--- config.mk ---
export PLATFORM = sky130hd
export DESIGN_NAME = alt_addr_loader
export DESIGN_NICKNAME = d
export VERILOG_FILES = /design/src/rtl/alt_addr_pkg.sv /design/src/rtl/alt_addr_ptr_calc.sv /design/src/rtl/alt_addr_word_store.sv /design/src/rtl/alt_addr_seq.sv /design/src/rtl/alt_addr_loader.sv
export SDC_FILE = /design/constraint.sdc
export NUM_CORES = 1
export LEC_CHECK = 0
export ABC_AREA = 1
export BUFFER_PORTS_ARGS = -buffer_cell sky130_fd_sc_hd__buf_2
export CAP_MARGIN = 40
export CELL_PAD_IN_SITES_DETAIL_PLACEMENT = 1
export CELL_PAD_IN_SITES_GLOBAL_PLACEMENT = 1
export CORE_MARGIN = 5
export CORE_UTILIZATION = 43
export CTS_CLUSTER_DIAMETER = 60
export CTS_CLUSTER_SIZE = 10
export DETAILED_ROUTE_END_ITERATION = 7
export GPL_ROUTABILITY_DRIVEN = 0
export PLACE_DENSITY_LB_ADDON = 0.3
export SYNTH_ARGS = -nofsm -noshare
export SYNTH_HDL_FRONTEND = slang
export SYNTH_SLANG_ARGS = --single-unit
--- constraint.sdc ---
create_clock -name clk -period 4.88 [get_ports clk]
set_clock_uncertainty 0.05 [all_clocks]
set_input_delay 0.488 -clock clk [delete_from_list [all_inputs] [get_ports clk]]
set_output_delay 0.488 -clock clk [all_outputs]
set_load 0.03 [all_outputs]
--- src/rtl/alt_addr_pkg.sv ---
package alt_addr_pkg;
  localparam int unsigned ADDR_BYTES = 6;
  localparam int unsigned WORD_BYTES = 2;
  localparam int unsigned NUM_WORDS  = ADDR_BYTES / WORD_BYTES;
  localparam int unsigned IDX_W      = $clog2(NUM_WORDS);

  typedef enum logic [1:0] {
    ST_WRITTEN = 2'd0,
    ST_NONE    = 2'd1,
    ST_IGNORED = 2'd2,
    ST_ERROR   = 2'd3
  } ld_status_e;

  typedef enum logic [1:0] {
    SEL_COMPAT = 2'd0,
    SEL_PTR    = 2'd1,
    SEL_WORD   = 2'd2
  } rd_sel_e;

  typedef enum logic [3:0] {
    S_IDLE, S_RD_COMPAT, S_RD_PTR, S_RD_WORD, S_CHECK,
    S_WR_LO, S_GAP, S_WR_HI, S_FINISH
  } seq_state_e;
endpackage

--- src/rtl/alt_addr_ptr_calc.sv ---
module alt_addr_ptr_calc
  import alt_addr_pkg::*;
#(
  parameter int unsigned AW        = 16,
  parameter logic [15:0] PORT1_OFS = 16'h0003
) (
  input  logic             clk,
  input  logic             rst_n,
  input  logic             load,
  input  logic             port1,
  input  logic [15:0]      ptr_in,
  input  logic [IDX_W-1:0] idx,
  output logic             ptr_absent,
  output logic [AW-1:0]    word_addr
);
  logic [AW-1:0] base_q, base_d;

  assign ptr_absent = (ptr_in == 16'h0000) || (ptr_in == 16'hFFFF);

  always_comb begin
    base_d = base_q;
    if (load) base_d = AW'(ptr_in) + (port1 ? AW'(PORT1_OFS) : AW'(0));
  end

  always_ff @(posedge clk or negedge rst_n) begin
    if (!rst_n) base_q <= '0;
    else        base_q <= base_d;
  end

  assign word_addr = base_q + AW'(idx);
endmodule

--- src/rtl/alt_addr_word_store.sv ---
module alt_addr_word_store
  import alt_addr_pkg::*;
(
  input  logic             clk,
  input  logic             rst_n,
  input  logic             wr_en,
  input  logic [IDX_W-1:0] idx,
  input  logic [15:0]      data,
  output logic [31:0]      lo_word,
  output logic [15:0]      hi_half,
  output logic             group_bit,
  output logic             nonzero
);
  logic [15:0] word_q [NUM_WORDS];

  for (genvar k = 0; k < NUM_WORDS; k++) begin : g_word
    logic hit;
    assign hit = wr_en && (idx == IDX_W'(k));
    always_ff @(posedge clk or negedge rst_n) begin
      if (!rst_n)   word_q[k] <= '0;
      else if (hit) word_q[k] <= data;
    end
  end

  // each word: low byte is the even address byte, high byte the odd one
  assign lo_word   = {word_q[1], word_q[0]};
  assign hi_half   = word_q[2];
  assign group_bit = word_q[0][0];
  assign nonzero   = |{word_q[2], word_q[1], word_q[0]};
endmodule

--- src/rtl/alt_addr_seq.sv ---
module alt_addr_seq
  import alt_addr_pkg::*;
(
  input  logic             clk,
  input  logic             rst_n,
  input  logic             start,
  input  logic             port_func,
  input  logic             rd_ack,
  input  logic             rd_err,
  input  logic             ptr_absent,
  input  logic             group_bit,
  output logic             rd_req,
  output rd_sel_e          rd_sel,
  output logic             ptr_load,
  output logic             word_en,
  output logic [IDX_W-1:0] idx,
  output logic             port1,
  output logic             wr_en,
  output logic             wr_high,
  output logic             busy,
  output logic             done,
  output ld_status_e       status
);
  seq_state_e       state_q, state_d;
  logic [IDX_W-1:0] idx_q, idx_d;
  ld_status_e       status_q, status_d;
  logic             port1_q, port1_d;

  always_comb begin
    state_d  = state_q;
    idx_d    = idx_q;
    status_d = status_q;
    port1_d  = port1_q;
    unique case (state_q)
      S_IDLE: if (start) begin
        state_d = S_RD_COMPAT;
        idx_d   = '0;
        port1_d = port_func;
      end
      S_RD_COMPAT: if (rd_ack) begin
        if (rd_err) begin state_d = S_FINISH; status_d = ST_ERROR; end
        else state_d = S_RD_PTR;
      end
      S_RD_PTR: if (rd_ack) begin
        if (rd_err)          begin state_d = S_FINISH; status_d = ST_ERROR; end
        else if (ptr_absent) begin state_d = S_FINISH; status_d = ST_NONE; end
        else                 begin state_d = S_RD_WORD; idx_d = '0; end
      end
      S_RD_WORD: if (rd_ack) begin
        if (rd_err) begin state_d = S_FINISH; status_d = ST_ERROR; end
        else if (idx_q == IDX_W'(NUM_WORDS - 1)) state_d = S_CHECK;
        else idx_d = idx_q + 1'b1;
      end
      S_CHECK: begin
        if (group_bit) begin state_d = S_FINISH; status_d = ST_IGNORED; end
        else state_d = S_WR_LO;
      end
      S_WR_LO:  state_d = S_GAP;
      S_GAP:    state_d = S_WR_HI;
      S_WR_HI:  begin state_d = S_FINISH; status_d = ST_WRITTEN; end
      S_FINISH: state_d = S_IDLE;
      default:  state_d = S_IDLE;
    endcase
  end

  always_ff @(posedge clk or negedge rst_n) begin
    if (!rst_n) begin
      state_q  <= S_IDLE;
      idx_q    <= '0;
      status_q <= ST_WRITTEN;
      port1_q  <= 1'b0;
    end else begin
      state_q  <= state_d;
      idx_q    <= idx_d;
      status_q <= status_d;
      port1_q  <= port1_d;
    end
  end

  assign rd_req   = (state_q == S_RD_COMPAT) || (state_q == S_RD_PTR) ||
                    (state_q == S_RD_WORD);
  assign rd_sel   = (state_q == S_RD_COMPAT) ? SEL_COMPAT :
                    (state_q == S_RD_PTR)    ? SEL_PTR : SEL_WORD;
  assign ptr_load = (state_q == S_RD_PTR) && rd_ack && !rd_err;
  assign word_en  = (state_q == S_RD_WORD) && rd_ack && !rd_err;
  assign idx      = idx_q;
  assign port1    = port1_q;
  assign wr_en    = (state_q == S_WR_LO) || (state_q == S_WR_HI);
  assign wr_high  = (state_q == S_WR_HI);
  assign busy     = (state_q != S_IDLE);
  assign done     = (state_q == S_FINISH);
  assign status   = status_q;
endmodule

--- src/rtl/alt_addr_loader.sv ---
module alt_addr_loader
  import alt_addr_pkg::*;
#(
  parameter int unsigned AW          = 16,
  parameter logic [15:0] COMPAT_ADDR = 16'h0003,
  parameter logic [15:0] PTR_ADDR    = 16'h0037,
  parameter logic [15:0] PORT1_OFS   = 16'h0003
) (
  input  logic          clk,
  input  logic          rst_n,
  input  logic          start,
  input  logic          port_func,
  output logic          nvm_rd_req,
  output logic [AW-1:0] nvm_rd_addr,
  input  logic          nvm_rd_ack,
  input  logic [15:0]   nvm_rd_data,
  input  logic          nvm_rd_err,
  output logic          rar_wr_en,
  output logic          rar_wr_high,
  output logic [31:0]   rar_wr_data,
  output logic          busy,
  output logic          done,
  output logic [1:0]    status
);
  localparam int unsigned HI_PAD = 32 - 16 - 1;

  rd_sel_e          rd_sel;
  logic             ptr_load, word_en, port1, ptr_absent;
  logic [IDX_W-1:0] idx;
  logic [AW-1:0]    word_addr;
  logic [31:0]      lo_word;
  logic [15:0]      hi_half;
  logic             group_bit, nonzero;
  ld_status_e       status_e;

  alt_addr_seq u_seq (
    .clk, .rst_n, .start, .port_func,
    .rd_ack(nvm_rd_ack), .rd_err(nvm_rd_err),
    .ptr_absent, .group_bit,
    .rd_req(nvm_rd_req), .rd_sel, .ptr_load, .word_en, .idx, .port1,
    .wr_en(rar_wr_en), .wr_high(rar_wr_high),
    .busy, .done, .status(status_e)
  );

  alt_addr_ptr_calc #(.AW(AW), .PORT1_OFS(PORT1_OFS)) u_ptr (
    .clk, .rst_n, .load(ptr_load), .port1, .ptr_in(nvm_rd_data),
    .idx, .ptr_absent, .word_addr
  );

  alt_addr_word_store u_words (
    .clk, .rst_n, .wr_en(word_en), .idx, .data(nvm_rd_data),
    .lo_word, .hi_half, .group_bit, .nonzero
  );

  always_comb begin
    unique case (rd_sel)
      SEL_COMPAT: nvm_rd_addr = AW'(COMPAT_ADDR);
      SEL_PTR:    nvm_rd_addr = AW'(PTR_ADDR);
      default:    nvm_rd_addr = word_addr;
    endcase
  end

  assign rar_wr_data = rar_wr_high ? {nonzero, {HI_PAD{1'b0}}, hi_half} : lo_word;
  assign status      = status_e;
endmodule

==> metrics.cfg <==
[global_routing]
antenna_found_initial=0
grt_pass1_vias=4528
grt_max_degree=43
overflow=0
grt_pass1_wl_um=21900
grt_usage_pct=23.0

[power_and_ir_drop]
irDropWorstVdd_uv=220
p_int_mw=1.37
pwr-share-seq_pct=34.2
p_sw_mw=1.23
leakagePower_nw=2.64
p_per_area_nw_per_um2=518
comb_power_share_pct=47.6
pwr-share-clk_pct=18.2
p_sw_share_pct=47.2

[critical_path]
cp_max_fo=5
crit_buf_inv=2
worstRegToRegCells=10
critical_path.max_stage_delay_ps=420
path_cells=ha_1, fa_1, inv_1, nor2_1, nand3_1, nor2_1, nand2_1, o21ai_0, a21oi_1, buf_2
arrival_ps=2530
critPathSlowestCell=dfrtp_1
cp-end-kind=output port
start_kind=flop
crit_top_cell=nor2_1
crit_required_ps=4340
path_depth=10
cpLargestDelayFamily=simple AND/OR/NAND/NOR gates
critPathKind=reg2out

[drt]
vias=4203
antenna_left=0
drc=0
viasPerCell=5.14
drt_iter0_markers=193
dr.pass1.iters=4
wl_per_cell_um=15.9
finalWirelength_um=13000

[yosys]
async_flop_share_pct=100
yosys-top-cells-count=189 x nand2_1, 73 x dfrtp_1, 73 x inv_1
yosysMostFrequentCell=nand2_1
synth.net_count=635
ys_types=33
synth_area_per_cell_um2=7.09
netlist_area_um2=4280
yosysWarnings=0
ys_ff_latch=73
synth_top_cell_by_area=dfrtp_1
synth_flop_cell=dfrtp_1
synth_cells=604
synth.area.top_cells=dfrtp_1 43%, nand2_1 17%, inv_1 6.4%
synth_edf_count=0
synth-seq-area-share_pct=42.7
yosysTopAreaCellShare_pct=42.7

[timing]
finalSetupTns_ps=0
hold_violations=0
layout_min_cycle_time_ps=3070
timing.final.crit_share_pct=62.9
drv_slew=0
rsz0062_at_grt=false
worst_pin_slew_ps=627
fmax_ghz=0.326
slew-limit-headroom_pct=58.1
setup_viol=0
hold_ws_ps=117

[clock_tree]
postCtsHoldBufs=0
post_cts_resized=0
root_buffer=clkbuf_8
tritoncts=yes
clock_sinks=73
cts.htree.levels=3
cts_made_buffers=9
clk_latency_ps=340
clk_pin_slew_worst_paths_ps=80
post_cts_buffers=0
cts_buffer_depth=2

[cells_and_area]
antennaDiodeCount=0
fin_util_pct=51.5
areaGrowthSynthToFinish_pct=17.1
layout.nets=711
drive_gt1_share_pct=16.8

[floorplan]
start_util_pct=44.0
core_um2=9730
top_level_ports=77
die_x_um=110
dieArea_um2=12100
rows=36
die_h_um=110

[place]
numPortBuffers=76
hpwlAfterDp_um=10200

[outcome]
outcome=finished, final reports clean

[run]
maxCapViolations=0

[worst_hold_path]
hp-class=in2async

-- layout make-up --
cell class	count	area, um^2
clock buffer	11	141
clock inverter	5	55.1
fill	1320	4720
inverter	79	299
multi-input combinational	435	2060
sequential	73	1830
tap	133	166
timing repair buffer	82	460
-- layer usage --
| metal | share of wire [%] | global-route usage [%] | vias up |
|---|---|---|---|
| met3 | 2.9 | 3.17 | 9 |
| met2 | 51 | 41.2 | 67 |
| li1 | - | - | 2068 |
| met1 | 45 | 29.6 | 2059 |
| met5 | 0 | 0 | - |
| met4 | 0.74 | 4.36 | 0 |
-- power by group through the flow --
stage | clock network [mW] | registers, mW | logic [mW]
6_report | 0.472 | 0.889 | 1.24
5_1_grt | 0.513 | 0.914 | 1.38
4_1_cts | 0.486 | 0.888 | 1.25
3_5_place_dp | 0 | 0.899 | 1.25
3_3_place_gp | 0 | 0.887 | 1.21
2_1_floorplan | 0 | 0.867 | 0.889
-- cell usage in the layout (no fill, tap or decap), types with 2 or more instances in the layout --
cell          n
nand2_1     189
buf_2        76
inv_1        73
dfrtp_1      73
nor2_1       70
o21ai_1      38
o21ai_0      33
nand3_1      18
nand4_1      18
a21oi_1      15
nor3_1       10
clkbuf_8     10
xor2_1        9
ha_1          7
o21ai_2       5
inv_2         4
nand3b_1      3
nor4_1        3
buf_8         3
nor2_2        2
nor3_2        2
or2_2         2
o22ai_1       2
fa_1          2
clkinv_2      2
clkinvlp_4    2
buf_4         2
-- cells by family (layout without fill, tap and decap cells) --
kind of cell	count (synthesis)	after routing	share of synthesized area [%]
and+or+nand+nor	320	320	31.2
DFF	73	73	42.7
adders and majority gates	9	9	2.98
buffers and inverters	96	177	9.20
AOI/OAI and AO/OA	96	96	11.9
xor gates and xnor gates	10	10	2.05
-- metrics by stage --
step                setup WS [ps]  power, mW  cell area, um^2  instances
floorplan                    2350       1.76             4280        604
global placement             2370       2.10             4750        798
detailed placement           2180       2.15             4820        802
CTS                          1810       2.63             5010        818
global route                 1560       2.80             5010        818
finish                       1810       2.60             5010        818
-- flip-flops by register name, summed over array words and instances (netlist names) --
register,flops
u_words.lo_word,31
u_seq.port1,1
u_seq.status,2
u_ptr.base_q,16
u_words.hi_half,16
u_seq.state_q,4
u_seq.idx,2
u_words.group_bit,1
-- worst paths after layout --
check	start	to	slack, ps
worst max-delay path	u_seq.idx[0]$_DFFE_PN0P_	nvm_rd_addr[12]	1810
worst min-delay path	rst_n	u_seq.status[1]$_DFFE_PN0P_	120
worst max register to register	u_seq.port1$_DFFE_PN0P_	u_ptr.base_q[14]$_DFFE_PN0P_	2640
worst min register to register	u_seq.status[1]$_DFFE_PN0P_	u_seq.status[1]$_DFFE_PN0P_	440
max in group asynchronous	rst_n	u_words.lo_word[21]$_DFFE_PN0P_	4080
min in group clk	port_func	u_seq.port1$_DFFE_PN0P_	390
-- worst reg2reg max path, cell delays in order, from the launching register on --
cell	delay [ps]
dfrtp_1	390
ha_1	200
inv_1	70
fa_1	400
nor2_1	290
nand2_1	150
nor2_1	200
nand3_1	110
xor2_1	170
nand2_1	80
nand2_1	80
(Power assumes the default switching activity.)
